$ cat config.mk
export PLATFORM = sky130hd
export DESIGN_NAME = cache_sleep_ctrl
export DESIGN_NICKNAME = d
export VERILOG_FILES = /design/src/rtl/csw_pkg.sv /design/src/rtl/csw_snoop_count.sv /design/src/rtl/csw_seq.sv /design/src/rtl/cache_sleep_ctrl.sv
export SDC_FILE = /design/constraint.sdc
export NUM_CORES = 1
export LEC_CHECK = 0
export BUFFER_PORTS_ARGS = -buffer_cell sky130_fd_sc_hd__buf_4
export CORE_UTILIZATION = 35
export DETAILED_ROUTE_END_ITERATION = 8
export GPL_ROUTABILITY_DRIVEN = 0
export MAX_ROUTING_LAYER = met4
export REMOVE_ABC_BUFFERS = 1
export SETUP_SLACK_MARGIN = 0.3
export SYNTH_ARGS = -nofsm -noshare
export SYNTH_HDL_FRONTEND = slang
export SYNTH_SLANG_ARGS = --single-unit
$ cat constraint.sdc
create_clock -name clk -period 1.8 [get_ports clk]
set_input_delay 0.09 -clock clk [delete_from_list [all_inputs] [get_ports clk]]
set_output_delay 0.09 -clock clk [all_outputs]
set_load 0.05 [all_outputs]
$ cat src/rtl/csw_pkg.sv
package csw_pkg;
    localparam int LVL_W = 3;

    typedef enum logic [1:0] {
        ST_AWAKE  = 2'd0,
        ST_SETTLE = 2'd1,
        ST_ASLEEP = 2'd2,
        ST_UNGATE = 2'd3
    } csw_state_e;
endpackage

$ cat src/rtl/csw_snoop_count.sv
module csw_snoop_count #(
    parameter int CNT_W = 3
) (
    input  logic clk,
    input  logic rst_n,
    input  logic snoop_valid,
    input  logic snoop_done,
    output logic none_left,
    output logic underflow_err
);
    typedef struct packed {
        logic [CNT_W-1:0] cnt;
        logic             err;
    } cnt_reg_t;

    cnt_reg_t r_d, r_q;

    always_comb begin
        r_d = r_q;
        if (snoop_valid && !snoop_done) begin
            r_d.cnt = r_q.cnt + 1'b1;
        end else if (snoop_done && !snoop_valid) begin
            if (r_q.cnt == '0) r_d.err = 1'b1;
            else               r_d.cnt = r_q.cnt - 1'b1;
        end
    end

    always_ff @(posedge clk or negedge rst_n) begin
        if (!rst_n) r_q <= '0;
        else        r_q <= r_d;
    end

    assign none_left     = (r_q.cnt == '0);
    assign underflow_err = r_q.err;

    assert_err_sticky_R7: assert property (@(posedge clk) disable iff (!rst_n)
        underflow_err |=> underflow_err);
    assert_balanced_hold_R7: assert property (@(posedge clk) disable iff (!rst_n)
        (snoop_valid && snoop_done) |=> $stable(none_left));
endmodule

$ cat src/rtl/csw_seq.sv
module csw_seq
    import csw_pkg::*;
(
    input  logic             clk,
    input  logic             rst_n,
    input  logic             sleep_req,
    input  logic             snoop_valid,
    input  logic             none_left,
    input  logic [LVL_W-1:0] sleep_level,
    output logic             cache_clk_en,
    output logic [LVL_W-1:0] data_sleep_code,
    output logic             tag_en,
    output logic             sleep_ack
);
    typedef struct packed {
        csw_state_e       st;
        logic [LVL_W-1:0] lvl;
    } seq_reg_t;

    seq_reg_t r_d, r_q;

    always_comb begin
        r_d = r_q;
        unique case (r_q.st)
            ST_AWAKE: if (sleep_req && none_left && !snoop_valid) begin
                r_d.st  = ST_SETTLE;
                r_d.lvl = sleep_level;
            end
            ST_SETTLE: r_d.st = snoop_valid ? ST_AWAKE : ST_ASLEEP;
            ST_ASLEEP: if (snoop_valid || !sleep_req) r_d.st = ST_UNGATE;
            ST_UNGATE: r_d.st = ST_AWAKE;
            default:   r_d.st = ST_AWAKE;
        endcase
    end

    always_ff @(posedge clk or negedge rst_n) begin
        if (!rst_n) r_q <= '{st: ST_AWAKE, lvl: '0};
        else        r_q <= r_d;
    end

    assign cache_clk_en    = (r_q.st != ST_ASLEEP);
    assign tag_en          = (r_q.st == ST_AWAKE);
    assign data_sleep_code = (r_q.st == ST_AWAKE) ? '0 : r_q.lvl;
    assign sleep_ack       = (r_q.st == ST_ASLEEP);

    assert_tag_after_clock_R4: assert property (@(posedge clk) disable iff (!rst_n)
        $rose(tag_en) |-> $past(cache_clk_en));
    assert_code_before_gate_R5: assert property (@(posedge clk) disable iff (!rst_n)
        $fell(cache_clk_en) |-> ($past(!tag_en) && $stable(data_sleep_code)));
    assert_wake_holds_code_R4: assert property (@(posedge clk) disable iff (!rst_n)
        $rose(cache_clk_en) |-> (!tag_en && $stable(data_sleep_code)));
endmodule

$ cat src/rtl/cache_sleep_ctrl.sv
module cache_sleep_ctrl #(
    parameter int CNT_W = 3
) (
    input  logic       clk,
    input  logic       rst_n,
    input  logic       sleep_req,
    input  logic       snoop_valid,
    input  logic       snoop_done,
    input  logic [2:0] sleep_level,
    output logic       cache_clk_en,
    output logic [2:0] data_sleep_code,
    output logic       tag_en,
    output logic       sleep_ack,
    output logic       underflow_err
);
    logic none_left;

    csw_snoop_count #(.CNT_W(CNT_W)) u_cnt (
        .clk           (clk),
        .rst_n         (rst_n),
        .snoop_valid   (snoop_valid),
        .snoop_done    (snoop_done),
        .none_left     (none_left),
        .underflow_err (underflow_err)
    );

    csw_seq u_seq (
        .clk             (clk),
        .rst_n           (rst_n),
        .sleep_req       (sleep_req),
        .snoop_valid     (snoop_valid),
        .none_left       (none_left),
        .sleep_level     (sleep_level),
        .cache_clk_en    (cache_clk_en),
        .data_sleep_code (data_sleep_code),
        .tag_en          (tag_en),
        .sleep_ack       (sleep_ack)
    );

    assert_ack_empty_R8: assert property (@(posedge clk) disable iff (!rst_n)
        sleep_ack |-> none_left);
    assert_gated_hold_R9: assert property (@(posedge clk) disable iff (!rst_n)
        (sleep_ack && sleep_req && !snoop_valid) |=> (sleep_ack && !cache_clk_en));
endmodule

==> results.txt <==
Status: complete, no violations
WP buf/inv: 1
Die H: 42.9 um
RSZ-0062 raised after global routing: no
Synth Instances: 55
FP Rows: 14
Fin. Hold Viols: 0
Worst slew pin tran: 0.299 ns
Mapped Avg Cell Area: 10.6 sq um
PwrDens: 1850 nW/um^2
Post-synth EDFFs: 0
Synth area leader: dfrtp_1
TritonCTS clock tree: done
Critical Path RT: 1.95 ns
Slew Viols, Final: 0
Worst R2R Setup Slack: 0.38 ns
DR DRC count: 0
CTS Sinks: 9
DR vias: 446
Number of setup buffers added after CTS: 0
Area contributors post-synth: dfrtp_1 (39%), ha_1 (11%), mux2_4 (7.7%)
TritonCTS Buffers: 3
Nets: 87
Vias per inst: 5.01
Pint: 0.722 mW
Antenna Cells: 0
Port buffer count: 14
Die area: 1840 sq um
Post-synth ARST share: 100%
Final period utilization: 79.1%
Initial Util: 37.9%
First-pass GRT wire length: 1730 um
Worst min path class: in2reg
Drt pass-1 iters: 4
DP Area: 704 sq um
Max cap viols: 0
DRT iter0 DRCs: 12
Peak Freq: 702 MHz
Switching portion of total power: 47.8%
Yosys warns: 0
Post-DP HPWL: 780 um
I/O pin cnt: 15
Worst setup SP type: register
Core area: 1540 sq um
Yosys reg bits: 9
H-Tree Depth: 1
Initial antenna violation count: 0
Max clock buf depth: 2
Maximum VDD drop: 0.820 mV
Top FF cell, synth: dfrtp_1
Crit path DAT: 1.57 ns
Root Driver: clkbuf_4
Clock share of power: 11.5%
Synth unique cells: 25
Synthesized area: 584 sq um
Clock skew: 0.00230 ns
Max transition margin: 80.1%
Total track usage: 14.2%
Flop pwr share: 28.4%
Grt total ovfl: 0
Crit path max-delay cell type: dfrtp_1
Post-layout min period: 1.42 ns
Final setup TNS: 0 ns
P_sw: 0.661 mW
P_leak: 0.373 nW
CP delay by family, top: flip-flops
Final Cell Area: 748 sq um
Antenna violation net count after detailed routing: 0
Die X: 42.9 um
# setup viols final: 0
Worst-skew pair later-pin latency: 0.26 ns
Endpoint class of the critical path: register
Seq/Total Area, Yosys: 38.5%
Fraction of layout instances using a drive strength above 1: 35.6%
Critical setup path kind: reg2reg
Critical path peak fanout: 4
Area Overhead vs Synth: 28.1%
Final WL: 1020 um
Vias in the first global route: 390
CP peak stage delay: 0.40 ns
CP Cell Sequence: inv_1 > ha_2 > nor2b_4 > nand3_4 > mux2_4
Pin count of the biggest net entering global routing: 10
Yosys top cell area share: 38.5%
Routed WL per cell: 11.4 um
Reg clk slew, reported paths: 0.06 ns
Comb power frac: 60.1%
cells in the mapped netlist, drive strengths merged (2+ instances only):
cell and count:
a21o 2, a21oi 2, dfrtp 9, ha 5
inv 7, mux2 3, nand2 3, nand2b 2
nand3 2, nor2 2, nor2b 5, nor3b 2
o21ai 3
path summary, 6_finish.rpt:
kind / end / start / cells after the start
max: u_seq.r_q[0] / u_cnt.r_q[2] / 5
min: u_seq.r_q[2] / sleep_level[2] / 2
max reg2reg: u_seq.r_q[0] / u_cnt.r_q[2] / 5
min reg2reg: u_cnt.underflow_err / u_cnt.underflow_err / 1
max in group asynchronous: u_cnt.r_q[1] / rst_n / 2
min in group asynchronous: u_seq.r_q[2] / rst_n / 2
cells by family (layout without fill, tap and decap cells):
group | count (synthesis) | after routing | synth area share, %
AOI/OAI and AO/OA | 10 | 10 | 11.4
adders and majority gates | 5 | 5 | 10.7
buffers and inverters | 8 | 26 | 5.35
DFF | 9 | 9 | 38.5
muxes | 3 | 3 | 7.71
and+or+nand+nor | 20 | 20 | 26.3
per-stage QoR:
step                      setup WS, ns  std cells  total power [mW]  util, %  hold slack, ns
after detailed placement         0.332         84              1.21     45.7         -0.0759
after global routing             0.290         89              1.49     48.5          0.0425
after floorplan                  0.142         54              1.01        -          -0.206
final                            0.376         89              1.38     48.5          0.0542
after CTS                        0.319         89              1.38     48.1          0.0481
after global placement           0.343         84              1.20     45.7         -0.0777
layout make-up:
cell class	count	area (sq um)
tap	16	20.0
clock buffer	4	26.3
inverter	7	26.3
fill	154	793
timing repair buffer	15	115
multi-input combinational	38	335
sequential	9	225
what timing repair did:
item | CTS | global route
gates resized for setup | 0 | 2
endpoints found under the hold margin | 9 | 0
hold buffers | 1 | 0
setup endpoints to repair | 0 | 3
worst reg2reg max path, delay by kind of cell (launching register included):
family / cells / cell delay, ns
muxes: 1 / 0.31
DFF: 1 / 0.40
buffers and inverters: 1 / 0.10
adders and majority gates: 1 / 0.22
and+or+nand+nor: 2 / 0.29
power by group through the flow:
| stage | clock network, mW | logic, mW | registers [mW] |
|---|---|---|---|
| global placement | 0 | 0.814 | 0.391 |
| detailed placement | 0 | 0.818 | 0.393 |
| CTS | 0.168 | 0.821 | 0.389 |
| finish | 0.159 | 0.832 | 0.393 |
| floorplan | 0 | 0.638 | 0.376 |
| global route | 0.184 | 0.897 | 0.411 |
cell usage in the layout, fill, tap and decap left out:
cell type	instances
nand3_1	1
ha_1	4
inv_1	7
a21oi_1	2
clkbuf_4	3
o31ai_1	1
nor3b_1	2
nor4b_2	1
buf_4	14
dfrtp_1	9
a21o_1	1
mux2_4	3
nand3b_1	1
o21ai_0	3
ha_2	1
nor2_1	1
nor2b_4	1
a21o_2	1
nand2b_1	2
dlygate4sd3_1	1
nor3_1	1
o311ai_1	1
nor2b_1	4
o32ai_1	1
nand3_4	1
clkbuf_1	1
nand2_1	3
nor2_8	1
and2b_1	1
layer usage:
layer,part of all wire [%],routed length [um],track usage [%]
met5,0,0,-
met4,1.9,19,7.50
met3,6.7,68,7.66
met2,47,477,18.8
met1,44,450,17.0
No activity file was read; power rests on OpenSTA's default activity.
